`src/rtl/nor_id_pkg.sv`:
```
package nor_id_pkg;

  typedef enum logic [3:0] {
    ST_IDLE,
    ST_PRE_RST,
    ST_BASE,
    ST_UNL_A,
    ST_UNL_B,
    ST_AUTO,
    ST_ID0,
    ST_ID1,
    ST_ID2,
    ST_ID3,
    ST_EXIT,
    ST_POLL
  } step_e;

  typedef struct packed {
    step_e      step;
    logic       req;
    logic       isWrite;
    logic       presetIds;
    logic       loadBase;
    logic [3:0] loadId;
    logic       clrCnt;
    logic       incCnt;
    logic       setTo;
    logic       clrTo;
  } ctrl_strb_t;

  localparam logic [7:0] CMD_RESET   = 8'hF0;
  localparam logic [7:0] CMD_UNLOCK1 = 8'hAA;
  localparam logic [7:0] CMD_UNLOCK2 = 8'h55;
  localparam logic [7:0] CMD_IDENTRY = 8'h90;

  // Setup addresses: first (A) or second (B), per address map.
  function automatic logic [11:0] setupAddr(input bit byteMode, input bit second);
    logic [11:0] a;
    if (byteMode) a = second ? 12'h555 : 12'hAAA;
    else          a = second ? 12'h2AA : 12'h555;
    return a;
  endfunction

  // ID word offsets; the byte map is the native one doubled.
  function automatic logic [11:0] idOffset(input bit byteMode, input logic [1:0] idx);
    logic [11:0] n;
    case (idx)
      2'd0:    n = 12'h000;
      2'd1:    n = 12'h001;
      2'd2:    n = 12'h00E;
      default: n = 12'h00F;
    endcase
    return byteMode ? (n << 1) : n;
  endfunction

  function automatic logic stepIsWrite(input step_e s);
    return (s == ST_PRE_RST) || (s == ST_UNL_A) || (s == ST_UNL_B) ||
           (s == ST_AUTO) || (s == ST_EXIT);
  endfunction

endpackage

```
`src/rtl/nor_id_ctrl.sv`:
```
module nor_id_ctrl
  import nor_id_pkg::*;
(
  input  logic       clk,
  input  logic       rst_n,
  input  logic       start,
  input  logic       memAck,
  input  logic       baseMatch,
  input  logic       pollLast,
  output ctrl_strb_t strb,
  output logic       done
);

  step_e curStep, nxtStep;
  logic  doneNxt;

  always_comb begin
    strb      = '0;
    strb.step = curStep;
    nxtStep   = curStep;
    doneNxt   = 1'b0;
    if (curStep == ST_IDLE) begin
      if (start) begin
        strb.presetIds = 1'b1;
        strb.clrCnt    = 1'b1;
        strb.clrTo     = 1'b1;
        nxtStep        = ST_PRE_RST;
      end
    end else begin
      strb.req     = 1'b1;
      strb.isWrite = stepIsWrite(curStep);
      if (memAck) begin
        case (curStep)
          ST_BASE: strb.loadBase = 1'b1;
          ST_ID0:  strb.loadId   = 4'b0001;
          ST_ID1:  strb.loadId   = 4'b0010;
          ST_ID2:  strb.loadId   = 4'b0100;
          ST_ID3:  strb.loadId   = 4'b1000;
          default: ;
        endcase
        if (curStep == ST_POLL) begin
          if (baseMatch) begin
            nxtStep = ST_IDLE;
            doneNxt = 1'b1;
          end else if (pollLast) begin
            strb.setTo = 1'b1;
            nxtStep    = ST_IDLE;
            doneNxt    = 1'b1;
          end else begin
            strb.incCnt = 1'b1;
          end
        end else begin
          nxtStep = step_e'(curStep + 4'd1);
        end
      end
    end
  end

  always_ff @(posedge clk or negedge rst_n) begin
    if (!rst_n) begin
      curStep <= ST_IDLE;
      done    <= 1'b0;
    end else begin
      curStep <= nxtStep;
      done    <= doneNxt;
    end
  end

endmodule

```
`src/rtl/nor_id_datapath.sv`:
```
module nor_id_datapath
  import nor_id_pkg::*;
#(
  parameter int ADDR_W      = 12,
  parameter int DATA_W      = 16,
  parameter bit BYTE_MODE   = 1'b0,
  parameter int RETRY_LIMIT = 500000
) (
  input  logic                   clk,
  input  logic                   rst_n,
  input  ctrl_strb_t             strb,
  input  logic [DATA_W-1:0]      memRdata,
  output logic [ADDR_W-1:0]      memAddr,
  output logic [DATA_W-1:0]      memWdata,
  output logic                   memWe,
  output logic                   memRe,
  output logic [3:0][DATA_W-1:0] idWords,
  output logic                   baseMatch,
  output logic                   pollLast,
  output logic                   timedOut
);

  localparam int CNT_W = (RETRY_LIMIT > 1) ? $clog2(RETRY_LIMIT) : 1;
  localparam logic [CNT_W-1:0] CNT_LAST = CNT_W'(RETRY_LIMIT - 1);

  logic [DATA_W-1:0] baseline;
  logic [CNT_W-1:0]  pollCnt;
  logic [11:0]       addrSel;
  logic [7:0]        cmdSel;

  always_comb begin
    case (strb.step)
      ST_PRE_RST, ST_UNL_A, ST_AUTO: addrSel = setupAddr(BYTE_MODE, 1'b0);
      ST_UNL_B:                      addrSel = setupAddr(BYTE_MODE, 1'b1);
      ST_ID0:                        addrSel = idOffset(BYTE_MODE, 2'd0);
      ST_ID1:                        addrSel = idOffset(BYTE_MODE, 2'd1);
      ST_ID2:                        addrSel = idOffset(BYTE_MODE, 2'd2);
      ST_ID3:                        addrSel = idOffset(BYTE_MODE, 2'd3);
      default:                       addrSel = 12'h000;
    endcase
  end

  always_comb begin
    case (strb.step)
      ST_PRE_RST, ST_EXIT: cmdSel = CMD_RESET;
      ST_UNL_A:            cmdSel = CMD_UNLOCK1;
      ST_UNL_B:            cmdSel = CMD_UNLOCK2;
      ST_AUTO:             cmdSel = CMD_IDENTRY;
      default:             cmdSel = 8'h00;
    endcase
  end

  assign memAddr   = ADDR_W'(addrSel);
  assign memWdata  = DATA_W'(cmdSel);
  assign memWe     = strb.req & strb.isWrite;
  assign memRe     = strb.req & ~strb.isWrite;
  assign baseMatch = (memRdata == baseline);
  assign pollLast  = (pollCnt == CNT_LAST);

  always_ff @(posedge clk or negedge rst_n) begin
    if (!rst_n) baseline <= '0;
    else if (strb.loadBase) baseline <= memRdata;
  end

  for (genvar k = 0; k < 4; k++) begin : g_idReg
    always_ff @(posedge clk or negedge rst_n) begin
      if (!rst_n) idWords[k] <= '1;
      else if (strb.presetIds) idWords[k] <= '1;
      else if (strb.loadId[k]) idWords[k] <= memRdata;
    end
  end

  always_ff @(posedge clk or negedge rst_n) begin
    if (!rst_n) pollCnt <= '0;
    else if (strb.clrCnt) pollCnt <= '0;
    else if (strb.incCnt) pollCnt <= pollCnt + 1'b1;
  end

  always_ff @(posedge clk or negedge rst_n) begin
    if (!rst_n) timedOut <= 1'b0;
    else if (strb.clrTo) timedOut <= 1'b0;
    else if (strb.setTo) timedOut <= 1'b1;
  end

endmodule

```
`src/rtl/nor_id_query.sv`:
```
module nor_id_query
  import nor_id_pkg::*;
#(
  parameter int ADDR_W      = 12,
  parameter int DATA_W      = 16,
  parameter bit BYTE_MODE   = 1'b0,
  parameter int RETRY_LIMIT = 500000
) (
  input  logic              clk,
  input  logic              rst_n,
  input  logic              start,
  output logic [ADDR_W-1:0] memAddr,
  output logic [DATA_W-1:0] memWdata,
  output logic              memWe,
  output logic              memRe,
  input  logic [DATA_W-1:0] memRdata,
  input  logic              memAck,
  output logic [DATA_W-1:0] idVendor,
  output logic [DATA_W-1:0] idDev0,
  output logic [DATA_W-1:0] idDev1,
  output logic [DATA_W-1:0] idDev2,
  output logic              done,
  output logic              timedOut
);

  ctrl_strb_t             strb;
  logic                   baseMatch;
  logic                   pollLast;
  logic [3:0][DATA_W-1:0] idWords;

  nor_id_ctrl ctrl_i (
    .clk       (clk),
    .rst_n     (rst_n),
    .start     (start),
    .memAck    (memAck),
    .baseMatch (baseMatch),
    .pollLast  (pollLast),
    .strb      (strb),
    .done      (done)
  );

  nor_id_datapath #(
    .ADDR_W      (ADDR_W),
    .DATA_W      (DATA_W),
    .BYTE_MODE   (BYTE_MODE),
    .RETRY_LIMIT (RETRY_LIMIT)
  ) dp_i (
    .clk       (clk),
    .rst_n     (rst_n),
    .strb      (strb),
    .memRdata  (memRdata),
    .memAddr   (memAddr),
    .memWdata  (memWdata),
    .memWe     (memWe),
    .memRe     (memRe),
    .idWords   (idWords),
    .baseMatch (baseMatch),
    .pollLast  (pollLast),
    .timedOut  (timedOut)
  );

  assign idVendor = idWords[0];
  assign idDev0   = idWords[1];
  assign idDev1   = idWords[2];
  assign idDev2   = idWords[3];

endmodule

```
`config.mk`:
```
export PLATFORM = sky130hd
export DESIGN_NAME = nor_id_query
export DESIGN_NICKNAME = d
export VERILOG_FILES = /design/src/rtl/nor_id_pkg.sv /design/src/rtl/nor_id_ctrl.sv /design/src/rtl/nor_id_datapath.sv /design/src/rtl/nor_id_query.sv
export SDC_FILE = /design/constraint.sdc
export NUM_CORES = 1
export LEC_CHECK = 0
export ABC_AREA = 1
export CAP_MARGIN = 20
export CORE_MARGIN = 3
export CORE_UTILIZATION = 55
export CTS_CLUSTER_SIZE = 10
export DETAILED_ROUTE_END_ITERATION = 8
export PLACE_DENSITY = 0.85
export SYNTH_ARGS = -nofsm -noshare
export SYNTH_HDL_FRONTEND = slang
export SYNTH_SLANG_ARGS = --single-unit
```
`constraint.sdc`:
```
create_clock -name clk -period 4 [get_ports clk]
set_input_delay 0.4 -clock clk [delete_from_list [all_inputs] [get_ports clk]]
set_output_delay 0.4 -clock clk [all_outputs]
set_load 0.005 [all_outputs]
```
==> impl_metrics.yaml <==
clock_network:
  holdBufCountCts: 0
  h-tree-depth: 3
  root_buffer: "clkbuf_8"
  cts_sinks: 105
  cts_tree: "yes"
  ctsLongestPathBuffers: 2
  ctsResizeCount: 0
  cts_setup_buffers: 0
  cts.clk_slew.worst_paths_ns: 0.11
  insertion_delay_ns: 0.38
  cts_buffers: 9
synth:
  ys_seq_area_share_pct: 49.86
  netlist_area_mm2: 0.005430
  synth_warnings: 0
  synthDistinctLibCells: 34
  ys_ff_latch: 105
  netlist_instances: 652
  postSynthAreaPerCell_um2: 8.329
routing:
  first_pass_iters: 5
  vias: 4799
  vias_per_cell: 5.503
  wl_per_cell_um: 16.14
  ant_nets: 0
  drt-initial-drc-count: 268
  remaining_drc_errors: 0
  drt_wl_total_um: 14080
sta:
  worst_slack_ns: 1.240
  rsz0062_at_grt: "no"
  drv_slew: 0
  holdWs_ns: 0.01103
  timing.fmax_ghz: 0.3623
  worst_slew_pin_slew_ns: 0.7481
  clock_skew_ns: 0.01553
  hold_violations: 0
  slew_headroom_pct: 50.13
  setup_viol: 0
  fin_crit_ns: 2.760
  period_share_pct: 69.01
  tns_ns: 0
global_routing:
  grt_util_met3_pct: 4.409
  antenna_found_initial: 0
  use_met1_pct: 33.85
  grtUsageMet2_pct: 41.94
  grtUsageTotal_pct: 25.52
  grt_max_degree: 86
  grt_pass1_vias: 4558
  grt_pass1_wl_um: 22690
  busiest_layer: "met2"
  overflow: 0
cells_and_area:
  fin_util_pct: 70.46
  final_common_cell: "nand2_1"
  stdcell_count: 872
  final_cell_mix: "157 x nand2_1, 115 x nor2_1, 105 x clkdlybuf4s50_1, 65 x a31oi_1, 64 x dfstp_2"
  antenna_cells: 0
  final_cell_area_mm2: 0.006634
  drive_above_1_share_pct: 15.34
  syn2layout_area_growth_pct: 22.17
  fin_nets: 763
  fillers: 733
worst_setup_path:
  crit_path_max_fanout: 7
  cpMaxStageDelayCell: "clkdlybuf4s50_1"
  r2r-end: "dp_i.idWords[61]$_DFFE_PN1P_"
  reg2reg_slack_ns: 1.52
  end_kind: "output port"
  cp_common_cell: "nand2_1"
  reg2reg_from: "ctrl_i.curStep[1]$_DFFE_PN0P_"
  timing.critical_path.required_ns: 3.60
  timing.setup.critical_path_class: "register to output port"
  max_stage_delay_ns: 0.54
  crit_chain: "inv_1 -> ha_1 -> nand2_1 -> nand2_1 -> nor2_1 -> nand2_1 -> nor3_1 -> clkdlybuf4s50_1"
  start_kind: "register"
  rr_worst_depth: 8
  crit_arrival_ns: 2.36
status:
  status: "finished, final reports clean"
placed_design:
  gp_congestion: 0.9152
  post-dp-hpwl_um: 9980
  pre_cts_ws_ns: 1.485
  placed_area_mm2: 0.006426
  dp_cells: 855
  port_buffers: 106
floorplan:
  die_h_um: 105.4
  num_rows: 35
  core_area_mm2: 0.009415
  die_w_um: 105.4
  start_util_pct: 57.67
  io_pins: 116
  dieArea_mm2: 0.01110
power:
  finalPower_mw: 4.888
  power_density_mw_per_mm2: 736.9
  leakagePower_nw: 2.979
  vdd_ir_drop_max_mv: 0.4790
hold_path:
  worst_hold_path_type: "input port to asynchronous set/reset pin"
run:
  cap_violations: 0
## power by group
group	leakage [nW]	internal, mW	switching (mW)	total (mW)
Clock	0.0914	0.236	0.379	0.615
Sequential	1.22	1.69	0.308	2.00
Combinational	1.67	1.17	1.11	2.28
## registers in the layout, summed over array words and instances, names as in the netlist
| name | flops |
|---|---|
| dp_i.idWords | 64 |
| ctrl_i.done | 1 |
| dp_i.pollCnt | 19 |
| dp_i.baseline | 16 |
| dp_i.timedOut | 1 |
| ctrl_i.curStep | 4 |
## how the worst max path moves through the flow
stage | slack, ns | to | from
after global placement | 1.50 | dp_i.baseline[12]$_DFFE_PN0P_ | memAck
after floorplan | 2.34 | memRe | ctrl_i.curStep[0]$_DFFE_PN0P_
final | 1.24 | memRe | ctrl_i.curStep[1]$_DFFE_PN0P_
after global routing | 1.07 | memAddr[2] | ctrl_i.curStep[2]$_DFFE_PN0P_
after detailed placement | 1.49 | dp_i.pollCnt[6]$_DFFE_PN0P_ | memRdata[12]
after CTS | 1.26 | memRe | ctrl_i.curStep[1]$_DFFE_PN0P_
## cells by family (layout without fill, tap and decap cells)
kind of cell	after synthesis	count (layout)	synth area share, %
adders and majority gates	5	5	1.152
other	1	9	0.06906
xor gates and xnor gates	14	14	2.258
buffers and inverters	102	185	9.746
AOI/OAI and AO/OA	95	95	10.53
and+or+nand+nor	330	330	26.38
DFF	105	105	49.86
## worst max-delay path, delay by kind of cell, from the launching register on
| family | cells | cell delay [ns] |
|---|---|---|
| buf+inv | 2 | 0.67 |
| simple gates | 5 | 0.58 |
| flops | 1 | 0.49 |
| fa+ha+maj | 1 | 0.24 |
## cell type report
cell class / count / area [um2] / share of cell area [%]
clock inverter: 6 / 52.55 / 0.7922
tap: 129 / 161.4 / 2.433
inverter: 56 / 210.2 / 3.169
clock buffer: 10 / 127.6 / 1.924
multi-input combinational: 453 / 2228 / 33.59
timing repair buffer: 113 / 1146 / 17.28
sequential: 105 / 2708 / 40.81
## synthesized netlist by cell type
| cell | instances | share of area [%] |
|---|---|---|
| buf_6 | 6 | 1.2 |
| inv_2 | 5 | 0.35 |
| nor2_8 | 1 | 0.37 |
| ha_1 | 5 | 1.2 |
| nor2_4 | 2 | 0.41 |
| a21boi_0 | 1 | 0.14 |
| nand3_4 | 1 | 0.32 |
| nor2_2 | 1 | 0.12 |
| a21oi_1 | 4 | 0.37 |
| nand4_1 | 5 | 0.58 |
| o21bai_1 | 1 | 0.14 |
| nand2_1 | 157 | 11 |
| clkbuf_1 | 3 | 0.21 |
| nand3_2 | 11 | 2.0 |
| o21ai_2 | 2 | 0.32 |
| nand3b_1 | 1 | 0.14 |
| o31ai_1 | 1 | 0.14 |
| buf_8 | 1 | 0.28 |
| o21ai_0 | 21 | 1.9 |
| inv_1 | 51 | 3.5 |
| a31oi_1 | 65 | 7.5 |
| buf_4 | 18 | 2.5 |
| xnor2_1 | 5 | 0.81 |
| nand2_2 | 2 | 0.23 |
| xor2_1 | 9 | 1.5 |
| conb_1 | 1 | 0.069 |
| dfstp_2 | 64 | 31 |
| nand2_4 | 2 | 0.41 |
| nand3_1 | 29 | 2.7 |
| or2_1 | 1 | 0.12 |
| buf_2 | 18 | 1.7 |
| dfrtp_1 | 41 | 19 |
| nor3_1 | 2 | 0.18 |
| nor2_1 | 115 | 7.9 |
## per-layer routing
metal	wire length, um	up-vias
met5	0	-
met4	389	0
met3	993	28
met2	6854	210
met1	5841	2299
li1	-	2262
No activity file was read; power rests on OpenSTA's default activity.
